[config.mk]
export PLATFORM = sky130hd
export DESIGN_NAME = fpadd_ftz
export DESIGN_NICKNAME = d
export VERILOG_FILES = /design/src/rtl/fpadd_pkg.sv /design/src/rtl/fpadd_align.sv /design/src/rtl/fpadd_round.sv /design/src/rtl/fpadd_delay.sv /design/src/rtl/fpadd_ftz.sv
export SDC_FILE = /design/constraint.sdc
export NUM_CORES = 1
export LEC_CHECK = 0
export BUFFER_PORTS_ARGS = -buffer_cell sky130_fd_sc_hd__buf_2
export CAP_MARGIN = 25
export CORE_MARGIN = 3
export CORE_UTILIZATION = 59
export CTS_CLUSTER_SIZE = 25
export DETAILED_ROUTE_END_ITERATION = 6
export PLACE_DENSITY = 0.87
export SYNTH_ARGS = -nofsm -noshare
export SYNTH_HDL_FRONTEND = slang
export SYNTH_SLANG_ARGS = --single-unit
[constraint.sdc]
create_clock -name clk -period 13.77 [get_ports clk]
set_clock_uncertainty 0.15 [all_clocks]
set_input_delay 1.377 -clock clk [delete_from_list [all_inputs] [get_ports clk]]
set_output_delay 1.377 -clock clk [all_outputs]
set_load 0.005 [all_outputs]
[src/rtl/fpadd_pkg.sv]
package fpadd_pkg;
  // operand class after flush-to-zero
  typedef enum logic [1:0] {FC_ZERO, FC_NORM, FC_INF, FC_NAN} fclass_e;
  // special outcome that overrides the arithmetic path
  typedef enum logic [1:0] {SP_NONE, SP_NAN, SP_INV, SP_INF} spec_e;
endpackage

[src/rtl/fpadd_align.sv]
module fpadd_align
  import fpadd_pkg::*;
#(
  parameter int EXP_W = 8,
  parameter int FRAC_W = 24,
  localparam int W = EXP_W + FRAC_W,
  localparam int X = FRAC_W + 3
) (
  input  logic [W-1:0]     a,
  input  logic [W-1:0]     b,
  input  logic             sub,
  output logic [X:0]       sum,
  output logic [EXP_W-1:0] e_big,
  output logic             s_big,
  output logic             zsign,
  output logic             eff_sub,
  output spec_e            spec,
  output logic             spec_sign
);

  function automatic fclass_e classify(input logic [W-1:0] v);
    if (v[W-2 -: EXP_W] == '1) return (v[FRAC_W-2:0] != '0) ? FC_NAN : FC_INF;
    if (v[W-2 -: EXP_W] == '0) return FC_ZERO;
    return FC_NORM;
  endfunction

  // right shift keeping guard/round bits and folding the rest into sticky
  function automatic logic [X-1:0] shift_sticky(input logic [FRAC_W-1:0] m,
                                                input logic [EXP_W-1:0] d);
    logic [2*X-1:0] t;
    int sh;
    sh = (int'(d) > X) ? X : int'(d);
    t = {m, 3'b000, {X{1'b0}}} >> sh;
    return {t[2*X-1:X+1], t[X] | (|t[X-1:0])};
  endfunction

  fclass_e ca, cb;
  logic sa, sb, swap;
  logic [EXP_W-1:0] ea, eb, e_sml, diff;
  logic [FRAC_W-1:0] ma, mb, m_big, m_sml;
  logic s_sml;
  logic [X-1:0] sml_al;

  always_comb begin
    ca = classify(a);
    cb = classify(b);
    sa = a[W-1];
    sb = b[W-1] ^ sub;
    ea = (ca == FC_ZERO) ? '0 : a[W-2 -: EXP_W];
    eb = (cb == FC_ZERO) ? '0 : b[W-2 -: EXP_W];
    ma = (ca == FC_ZERO) ? '0 : {1'b1, a[FRAC_W-2:0]};
    mb = (cb == FC_ZERO) ? '0 : {1'b1, b[FRAC_W-2:0]};
  end

  assign swap    = {eb, mb} > {ea, ma};
  assign e_big   = swap ? eb : ea;
  assign e_sml   = swap ? ea : eb;
  assign m_big   = swap ? mb : ma;
  assign m_sml   = swap ? ma : mb;
  assign s_big   = swap ? sb : sa;
  assign s_sml   = swap ? sa : sb;
  assign diff    = e_big - e_sml;
  assign sml_al  = shift_sticky(m_sml, diff);
  assign eff_sub = s_big ^ s_sml;
  assign sum     = eff_sub ? ({1'b0, m_big, 3'b000} - {1'b0, sml_al})
                           : ({1'b0, m_big, 3'b000} + {1'b0, sml_al});
  assign zsign   = sa & sb;

  always_comb begin
    spec = SP_NONE;
    spec_sign = 1'b0;
    if (ca == FC_NAN || cb == FC_NAN) spec = SP_NAN;
    else if (ca == FC_INF && cb == FC_INF) begin
      if (sa != sb) spec = SP_INV;
      else begin spec = SP_INF; spec_sign = sa; end
    end else if (ca == FC_INF) begin spec = SP_INF; spec_sign = sa; end
    else if (cb == FC_INF) begin spec = SP_INF; spec_sign = sb; end
  end
endmodule

[src/rtl/fpadd_round.sv]
module fpadd_round
  import fpadd_pkg::*;
#(
  parameter int EXP_W = 8,
  parameter int FRAC_W = 24,
  localparam int W = EXP_W + FRAC_W,
  localparam int X = FRAC_W + 3,
  localparam int EW2 = EXP_W + 2
) (
  input  logic [X:0]       sum,
  input  logic [EXP_W-1:0] e_big,
  input  logic             s_big,
  input  logic             zsign,
  input  spec_e            spec,
  input  logic             spec_sign,
  output logic [W-1:0]     res,
  output logic             ovf,
  output logic             unf,
  output logic             inv,
  output logic             norm_ok
);
  localparam logic signed [EW2-1:0] EMAX_S = EW2'(2**EXP_W - 1);
  localparam logic [W-1:0] QNAN = {1'b1, {EXP_W{1'b1}}, 1'b1, {(FRAC_W-2){1'b0}}};

  function automatic int lead_zeros(input logic [X-1:0] v);
    for (int i = X - 1; i >= 0; i--) if (v[i]) return X - 1 - i;
    return X;
  endfunction

  int lz;
  logic [X-1:0] norm;
  logic signed [EW2-1:0] exp_n, exp_r;
  logic [FRAC_W-1:0] mant;
  logic [FRAC_W:0] mant_r;
  logic [FRAC_W-2:0] frac;
  logic rnd_up, round_carry;

  always_comb begin
    lz = lead_zeros(sum[X-1:0]);
    if (sum[X]) begin
      norm  = {sum[X:2], sum[1] | sum[0]};
      exp_n = $signed({2'b00, e_big}) + EW2'(1);
    end else begin
      norm  = sum[X-1:0] << lz;
      exp_n = $signed({2'b00, e_big}) - EW2'(lz);
    end
    mant   = norm[X-1:3];
    // nearest, ties to even: guard set and (round | sticky | lsb)
    rnd_up = norm[2] & (norm[1] | norm[0] | mant[0]);
    mant_r = {1'b0, mant} + (FRAC_W+1)'(rnd_up);
    round_carry = mant_r[FRAC_W];
    exp_r  = round_carry ? exp_n + EW2'(1) : exp_n;
    frac   = round_carry ? '0 : mant_r[FRAC_W-2:0];
    norm_ok = mant_r[FRAC_W] | mant_r[FRAC_W-1];
  end

  always_comb begin
    ovf = 1'b0;
    unf = 1'b0;
    inv = 1'b0;
    if (spec == SP_NAN || spec == SP_INV) begin
      res = QNAN;
      inv = (spec == SP_INV);
    end else if (spec == SP_INF) res = {spec_sign, {EXP_W{1'b1}}, {(FRAC_W-1){1'b0}}};
    else if (sum == '0) res = {zsign, {(W-1){1'b0}}};
    else if (exp_r >= EMAX_S) begin
      res = {s_big, {EXP_W{1'b1}}, {(FRAC_W-1){1'b0}}};
      ovf = 1'b1;
    end else if (exp_r <= EW2'(0)) begin
      res = {s_big, {(W-1){1'b0}}};
      unf = 1'b1;
    end else res = {s_big, exp_r[EXP_W-1:0], frac};
  end
endmodule

[src/rtl/fpadd_delay.sv]
module fpadd_delay #(
  parameter int WIDTH = 1,
  parameter int DEPTH = 4
) (
  input  logic             clk,
  input  logic             sclr,
  input  logic             ce,
  input  logic [WIDTH-1:0] d,
  output logic [WIDTH-1:0] q
);
  logic [WIDTH-1:0] stage [DEPTH];

  always_ff @(posedge clk) begin
    if (sclr) begin
      for (int i = 0; i < DEPTH; i++) stage[i] <= '0;
    end else if (ce) begin
      stage[0] <= d;
      for (int i = 1; i < DEPTH; i++) stage[i] <= stage[i-1];
    end
  end

  assign q = stage[DEPTH-1];
endmodule

[src/rtl/fpadd_ftz.sv]
module fpadd_ftz
  import fpadd_pkg::*;
#(
  parameter int EXP_W = 8,
  parameter int FRAC_W = 24,
  localparam int W = EXP_W + FRAC_W
) (
  input  logic         clk,
  input  logic         sclr,
  input  logic         ce,
  input  logic [W-1:0] a,
  input  logic [W-1:0] b,
  input  logic         op_sub,
  input  logic         in_valid,
  output logic [W-1:0] result,
  output logic         out_valid,
  output logic         overflow,
  output logic         underflow,
  output logic         invalid
);
  localparam int X = FRAC_W + 3;
  localparam int TAIL = 4;              // stages after the round logic
  localparam int OW = W + 4;
  localparam logic [W-1:0] QNAN = {1'b1, {EXP_W{1'b1}}, 1'b1, {(FRAC_W-2){1'b0}}};

  // stage 1: input capture
  logic [W-1:0] a_q, b_q;
  logic sub_q, v1;
  always_ff @(posedge clk) begin
    if (sclr) begin
      a_q <= '0; b_q <= '0; sub_q <= 1'b0; v1 <= 1'b0;
    end else if (ce) begin
      a_q <= a; b_q <= b; sub_q <= op_sub; v1 <= in_valid;
    end
  end

  logic [X:0] sum_c;
  logic [EXP_W-1:0] e_big_c;
  logic s_big_c, zsign_c, eff_sub_c, spsign_c;
  spec_e spec_c;

  fpadd_align #(.EXP_W(EXP_W), .FRAC_W(FRAC_W)) u_align (
    .a(a_q), .b(b_q), .sub(sub_q), .sum(sum_c), .e_big(e_big_c), .s_big(s_big_c),
    .zsign(zsign_c), .eff_sub(eff_sub_c), .spec(spec_c), .spec_sign(spsign_c)
  );

  // stage 2: aligned sum
  logic [X:0] sum_q;
  logic [EXP_W-1:0] e_q;
  logic s_q, z_q, sps_q, v2;
  spec_e spec_q;
  always_ff @(posedge clk) begin
    if (sclr) begin
      sum_q <= '0; e_q <= '0; s_q <= 1'b0; z_q <= 1'b0; sps_q <= 1'b0;
      spec_q <= SP_NONE; v2 <= 1'b0;
    end else if (ce) begin
      sum_q <= sum_c; e_q <= e_big_c; s_q <= s_big_c; z_q <= zsign_c;
      sps_q <= spsign_c; spec_q <= spec_c; v2 <= v1;
    end
  end

  logic [W-1:0] res_c;
  logic ovf_c, unf_c, inv_c, norm_ok_c;

  fpadd_round #(.EXP_W(EXP_W), .FRAC_W(FRAC_W)) u_round (
    .sum(sum_q), .e_big(e_q), .s_big(s_q), .zsign(z_q), .spec(spec_q),
    .spec_sign(sps_q), .res(res_c), .ovf(ovf_c), .unf(unf_c), .inv(inv_c),
    .norm_ok(norm_ok_c)
  );

  // stages 3..6
  logic [OW-1:0] tail_q;
  fpadd_delay #(.WIDTH(OW), .DEPTH(TAIL)) u_tail (
    .clk(clk), .sclr(sclr), .ce(ce),
    .d({v2, ovf_c, unf_c, inv_c, res_c}), .q(tail_q)
  );
  assign {out_valid, overflow, underflow, invalid, result} = tail_q;

  // magnitude ordering means a subtraction never borrows
  a_r4_no_borrow: assert property (@(posedge clk) disable iff (sclr)
    (eff_sub_c && spec_c == SP_NONE) |-> !sum_c[X]);
  // a non-zero sum normalizes to a significand with its leading one set
  a_r4_normalized: assert property (@(posedge clk) disable iff (sclr)
    (spec_q == SP_NONE && sum_q != '0) |-> norm_ok_c);
  a_r7_ovf_inf: assert property (@(posedge clk) disable iff (sclr)
    overflow |-> result[W-2:0] == {{EXP_W{1'b1}}, {(FRAC_W-1){1'b0}}});
  // flags are mutually exclusive
  a_r7_flags_onehot: assert property (@(posedge clk) disable iff (sclr)
    $onehot0({overflow, underflow, invalid}));
  a_r6_unf_zero: assert property (@(posedge clk) disable iff (sclr)
    underflow |-> result[W-2:0] == '0);
  a_r8_inv_nan: assert property (@(posedge clk) disable iff (sclr)
    invalid |-> result == QNAN);
  a_r2_hold: assert property (@(posedge clk) disable iff (sclr)
    !ce |=> ($stable(result) && $stable(out_valid) && $stable(overflow)
             && $stable(underflow) && $stable(invalid)));
  a_r3_clear: assert property (@(posedge clk)
    sclr |=> (!out_valid && result == '0 && !overflow && !underflow && !invalid));
endmodule

# Word level (Yosys, flattened, before mapping)
# Memories as Yosys holds them, arrays and structs flattened.
# Cells that the tools add are included.
[classes] mux=708 order_cmp=4 n_bitwise=12 n_eq_ne=10 reduce_logical=11 add_sub_neg=7 n_shift=2
[ops] cell="2-to-1 mux 32 bit" n=162
[ops] cell="2-to-1 mux 1 bit" n=514
[ops] cell="2-to-1 mux 36 bit" n=4
[ops] cell="2-to-1 mux 24 bit" n=4
[ops] cell="2-to-1 mux 31 bit" n=2
[ops] cell="right shift 54 x 32 -> 54 bit" n=1
[ops] cell="nonzero test 23 bit" n=2
[ops] cell="2-to-1 mux 8 bit" n=5
[ops] cell="greater-than comparator 32 bit" n=1
[ops] cell="left shift 27 x 32 -> 27 bit" n=1
[ops] cell="adder 27 x 27 -> 28 bit" n=1
[ops] cell="zero test 28 bit" n=1
[ops] cell="2-to-1 mux 28 bit" n=1
[ops] cell="subtractor 27 x 27 -> 28 bit" n=1
[ops] cell="2-to-1 mux 27 bit" n=1
[ops] cell="OR reduction 27 bit" n=1
[ops] cell="adder 24 x 1 -> 25 bit" n=1
[ops] cell="2-to-1 mux 2 bit" n=12
[ops] cell="2-to-1 mux 23 bit" n=1
[ops] cell="2-to-1 mux 10 bit" n=2
[ops] cell="== test 8 bit (second input constant)" n=2
[ops] cell="zero test 8 bit" n=2
[ops] cell="== test 2 bit (second input constant)" n=6
[ops] cell="adder 10 x 2 -> 10 bit (second input constant)" n=1
[ops] cell="14 further kinds" n=25
[totals] mem_bits_rw=144 memories=1 register_bits=108 output_inout_bits=36
[mem_list] name="u_tail.stage" words=4 word_bits=36 rd=4 rd_ports_with_merged_regs=0 write_ports=4 line="fpadd_delay.sv:11" text="logic [WIDTH-1:0] stage [DEPTH];"

# Logic depth before layout (Yosys ltp)
[logic_depth] word_depth=367 mapped_depth=53

# Cells and area by module
# A second synthesis with hierarchy kept.
[unflattened] hier_cells=2538 area_unflattened_um2=21380.5
[by_module_without_submodules] module="fpadd_align" n_inst=1 cells_each=1200 area_per_inst_um2=7621.1 seq_area_each_um2=0.0
[by_module_without_submodules] module="fpadd_delay" n_inst=1 cells_each=320 area_per_inst_um2=5781.8 seq_area_each_um2=4324.1
[by_module_without_submodules] module="fpadd_round" n_inst=1 cells_each=670 area_per_inst_um2=4170.2 seq_area_each_um2=0.0
[by_module_without_submodules] module="fpadd_ftz" n_inst=1 cells_each=348 area_per_inst_um2=3807.4 seq_area_each_um2=2162.1

# Least setup slack after synthesis
# Ideal clock, no wire load.
[synth_path] kind="register -> register" startpoint="register a_q[24]" endpoint="register sum_q[27]" path_stages_with_launch=52 period_less_slack_ps=9045 t_arrival_ps=8775 setup_ps=120 path_slack_ps=4725 path_cell_list="dfxtp_1 -> nor4_1 -> nand2_1 -> clkbuf_1 -> buf_1 -> nand2_1 -> ha_1 -> nand4_1 -> nor4_4 -> and3b_1 -> o31ai_2 -> and3_4 -> buf_6 -> a22oi_1 -> ha_1 -> o21ai_0 -> a21boi_0 -> nor2_1 -> [16 not listed] -> o21bai_1 -> a21oi_1 -> o21ai_0 -> a21oi_1 -> o21ai_0 -> a21oi_1 -> o21ai_0 -> a21oi_1 -> o21ai_0 -> a21oi_1 -> o21bai_1 -> a21oi_1 -> o41ai_1 -> o31a_1 -> o31a_1 -> nor3_1 -> o311a_1 -> a211o_1"
[synth_via] elab_chain_len=17 word_cells_on_any_way=28 classes_between="add/sub: 3; order compare: 2; eq/ne: 1; shift: 1; mux: 16; bitwise: 2; reduce/logical: 3"
[synth_rtl] item="start, declared" line="fpadd_ftz.sv:27" text="logic [W-1:0] a_q, b_q;"
[synth_rtl] item="start signal, assigned" line="fpadd_ftz.sv:31" text="a_q <= '0; b_q <= '0; sub_q <= 1'b0; v1 <= 1'b0;"
[synth_rtl] item="start signal, assigned" line="fpadd_ftz.sv:33" text="a_q <= a; b_q <= b; sub_q <= op_sub; v1 <= in_valid;"
[synth_rtl] item="zero test 8 bit" line="fpadd_align.sv:23" text="if (v[W-2 -: EXP_W] == '0) return FC_ZERO;"
[synth_rtl] item="2-to-1 mux 1 bit (2 in series)" line="fpadd_align.sv:23"
[synth_rtl] item="2-to-1 mux 2 bit" line="fpadd_align.sv:24" text="return FC_NORM;"
[synth_rtl] item="2-to-1 mux 2 bit" line="fpadd_align.sv:23"
[synth_rtl] item="zero test 2 bit" line="fpadd_align.sv:49, fpadd_align.sv:51"
[synth_rtl] item="2-to-1 mux 24 bit / 2-to-1 mux 8 bit (equally long branches)" line="fpadd_align.sv:51, fpadd_align.sv:49"
[synth_rtl] item="greater-than comparator 32 bit" line="fpadd_align.sv:55" text="assign swap = {eb, mb} > {ea, ma};"
[synth_rtl] item="2-to-1 mux 8 bit, on equally long branches" line="fpadd_align.sv:56, fpadd_align.sv:57"
[synth_rtl] item="subtractor 8 bit" line="fpadd_align.sv:62" text="assign diff = e_big - e_sml;"
[synth_rtl] item="greater-than comparator 8 x 5 -> 1 bit" line="fpadd_align.sv:32" text="sh = (int'(d) > X) ? X : int'(d);"
[synth_rtl] item="2-to-1 mux 8 bit" line="fpadd_align.sv:32"
[synth_rtl] item="right shift 54 x 32 -> 54 bit" line="fpadd_align.sv:33" text="t = {m, 3'b000, {X{1'b0}}} >> sh;"
[synth_rtl] item="OR reduction 27 bit" line="fpadd_align.sv:34" text="return {t[2*X-1:X+1], t[X] | (|t[X-1:0])};"
[synth_rtl] item="bitwise OR 1 bit" line="fpadd_align.sv:34"
[synth_rtl] item="adder 27 x 27 -> 28 bit / subtractor 27 x 27 -> 28 bit (equally long branches)" line="fpadd_align.sv:66, fpadd_align.sv:65"
[synth_rtl] item="2-to-1 mux 28 bit (*)" line="fpadd_align.sv:65" text="assign sum = eff_sub ? ({1'b0, m_big, 3'b000} - {1'b0, sml_al})"
[synth_rtl] item="end signal, assigned" line="fpadd_ftz.sv:57" text="sum_q <= sum_c; e_q <= e_big_c; s_q <= s_big_c; z_q <= zsign_c;"
[synth_rtl] item="end, declared" line="fpadd_ftz.sv:48" text="logic [X:0] sum_q;"
# Every way passes the cells marked *; elsewhere a longest branch is shown, timed or not. The select of a mux whose other input is x is not followed.
# A chain may end at the register's enable or synchronous reset.

# Final worst setup path
# Ends and elaborated chain as after synthesis.

==> results <==
- The sum of buffers and inverters on the critical path is 2.
- The flip-flop cell with the highest count after synthesis is edfxtp_1.
- The minimum clock period after layout is 10,820 ps.
- The multi-input combinational cells in the finished layout cover a total of 12,200 um2.
- The area growth from synthesis to layout is 7.72%.
- The analysis attributes to cell leakage a power of 9.04 nW.
- The total inserted antenna cells is 0.
- Using the TritonRoute via totals, the vias-per-cell ratio works out to 6.47.
- The average cell area after synthesis is 8.28 um2.
- At the end of routability-driven placement, the weighted congestion stood at 1.03.
- In this run the worst hold path is classified as register to register.
- The maximum VDD drop is 0.115 mV.
- The post-CTS setup repair buffer count is 0.
- The number of hold violations in the final report is 0.
- The pre-antenna-repair detailed-routing pass consisted of 6 iterations.
- For this run, the top clock speed supported by timing is 92.4 MHz.
- Counting tap cells, the placed design contains a total of 2,803 instances.
- The kind of cell with the highest combined delay along the critical path is compound AO/OA/AOI/OAI gates.
- The post-synthesis async set-or-reset flop share is 0%.
- Data arrives at the worst endpoint at 11,140 ps.
- The run finished with clean final reports.
- Sequential cells were found to cover 32.8% of the synthesized design area.
- The required arrival time at the worst endpoint is 14,080 ps.
- The combined area of all synthesized cells is 19,800 um2.
- The biggest area contributor in the post-synthesis netlist is edfxtp_1.
- After legalization and detailed placement, the total HPWL measured 45.8 mm.
- The worst hold path startpoint is sps_q.
- The clock latency on the worst-skew pair is 570 ps.
- Synthesis produced a netlist whose cell count is 2,389.
- The initial cell density of the core is 60.3%.
- The tool flagged a number of max-cap violations equal to 0.
- The number of global-route vias before repair was 17,600.
- The routed layout has 18,500 vias.
- The leftover overflow at the end of global routing is 0.
- The hold-critical path depth is 2.
- The buffer type at the clock tree root is clkbuf_16.
- The per-cell routed wire length is 21.7 um.
- The global routing usage summed across all routing layers is 33.8%.
- Sorting the synthesized cells by how often they occur yields nor2_1, nand2_1, edfxtp_1.
- The worst setup path is launched from a register.
- Setup repair after global routing left no endpoint under its margin.
- The number of sinks handled by clock tree synthesis is 252.
- The initial DRC count is 1,936.
- Headroom to the max-slew limit came out at 30.6%.
- The path with the worst hold slack has its endpoint at sps_q.
- The final critical-path share of the clock period is 78.6%.
- Power spread over the standard cell area amounts to 170 nW/um2.
- Of all nets on the critical path, the largest fanout is 45.
- The floorplan has 66 rows.
- The sum of routed wire length over all layers is 61.8 mm.
- The final layout contains 2,558 nets.
- In the final layout, flip-flops and latches occupy 6490 um2.
- The slack of the worst reg-to-reg path is 2950 ps.
- After clock tree synthesis, the clock-pin slew on the worst setup and hold paths is 70 ps.
- Entering global routing, the biggest net connects 113 pins.
- The endpoint class of the critical path is a register.
- The slowest stage of the critical path is the xnor2_1 cell.
- The horizontal die dimension is 189 um.
- The number of ports placed on the die boundary is 105.
- In this run the vertical extent of the chip is 189 um.
- The share of post-route cells with drive strength above 1 is 11.3%.
- During placement, the flow inserted port buffers numbering 104.
- Counting the fill cells in the layout gives 2,735.
- The depth of the CTS H-tree is 1.
- The initial antenna violation count is 0.
- Of the post-synthesis cell area, the dominant cell type holds 21.9%.
- The count of nets left with antenna violations after detail routing is 0.
- The worst-margin pin slew is 1030 ps.
- The wire length of the first global-routing pass is 97.0 mm.
- The total negative setup slack is 0 ps.
- The finished layout holds 2,854 standard cells, fillers aside.
- In this run the standard cell core region covers 32,800 um2.
- By instance count, the cell type seen most on the critical path is a21oi_1.
- In the routed design, unresolved DRC markers number 0.
- The die covers 35,800 um2.
- Counting cells, the worst reg-to-reg path comes to 46.
- The number of enable-type register cells in the synthesized netlist is 144.
- TritonCTS built the clock tree.
- Counting flops and latches in the post-synthesis netlist gives 252.
- Setup violations remaining at the end of the flow were counted as 0.
- The endpoint of the worst register-to-register path is sum_q[27].
- The launching point of the worst reg2reg path is a_q[24].
- The number of pins with negative max-slew slack in the final report is 0.
- The synthesis warning total is 0.
- The type of the worst setup path is register to register.
- The total CTS buffers is 26.
- The count of hold-fix buffers inserted at cts is 0.
- The worst stage delay on the critical path is 830 ps.
- The number of buffers on the longest clock path is 3.
- In the post-synthesis netlist, the biggest area contributors are edfxtp_1, dfxtp_1, mux2i_1.
- The most common cell in the synthesized netlist is nor2_1.
- In this run, distinct cell masters in the synthesized netlist total 119.
- The number of nets in the synthesized netlist is 2,555.
- Once the clock tree was built, the resizer swapped 0 gates to a different size.
[routing by layer]
layer	GRT usage [%]	vias up	wire length (um)
met5	0	-	0
met3	4.59	263	4470
met1	40.7	8592	23600
met2	58.3	942	29600
met4	18.6	0	4180
li1	-	8674	-
[sequential cells by signal (all words and copies together) (netlist names)]
name / flops
a_q: 32
spec_q: 2
z_q: 1
u_tail.stage: 144
sps_q: 1
sub_q: 1
v2: 1
s_q: 1
b_q: 32
e_q: 8
sum_q: 28
v1: 1
[area by class of cell]
class                   count  area share, %
multi-input cells        1858           57.2
well taps                 442           2.59
inverters                 118           2.11
clock buffers              28           3.09
clock inverters            20          0.857
repair buffers            136           3.68
flip-flops and latches    252           30.4
[placed cells by master (no fill, tap or decap), drive strengths merged, types with 95 or more instances in the layout]
master,instances
nor2,271
nand2,236
o21ai,153
edfxtp,144
a21oi,140
buf,135
mux2i,129
and2,125
inv,119
dfxtp,108
ha,95
[cells by family after synthesis]
group                    Yosys count  share of synthesized area, %
AND/OR/NAND/NOR                  926                          23.1
AO/OA/AOI/OAI                    607                          20.6
buffers and inverters            279                          5.67
flip-flops                       252                          32.8
multiplexers                     157                          8.49
adder cells (fa/ha/maj)           97                          6.21
XOR/XNOR                          71                          3.14
[where the power goes]
part | internal (W) | total [W] | switching, W
Clock | 0.000387 | 0.000690 | 0.000303
Combinational | 0.000701 | 0.00199 | 0.00129
Sequential | 0.000864 | 0.000931 | 0.0000673
[how the worst max path moves through the flow]
| stage | end | cells past startpoint | start |
|---|---|---|---|
| floorplan | sum_q[27] | 51 | a_q[24] |
| global placement | sum_q[27] | 46 | b_q[27] |
| detailed placement | sum_q[27] | 46 | b_q[27] |
| CTS | sum_q[27] | 46 | b_q[27] |
| global route | sum_q[27] | 46 | a_q[24] |
| finish | sum_q[27] | 46 | a_q[24] |
[metrics by stage]
step	total power, W	cell area [um2]	utilization [%]	hold slack (ps)	setup slack, ps
final	0.00362	21300	65.0	321	2950
after global routing	0.00381	21300	65.0	349	2290
after CTS	0.00356	21300	64.9	317	2650
after detailed placement	0.00286	20400	62.3	296	2730
after global placement	0.00285	20400	62.3	287	2930
after floorplan	0.00238	19800	-	271	4730
[worst register-to-register path, delay by kind of cell (launching register included)]
family          cells  cell delay, ps
compound gates     27            5350
simple gates       11            2140
fa+ha+maj           4            1160
xor+xnor            1             830
flops               1             520
buf+inv             2             460
mux                 1             140
No activity file was read; power rests on OpenSTA's default activity.
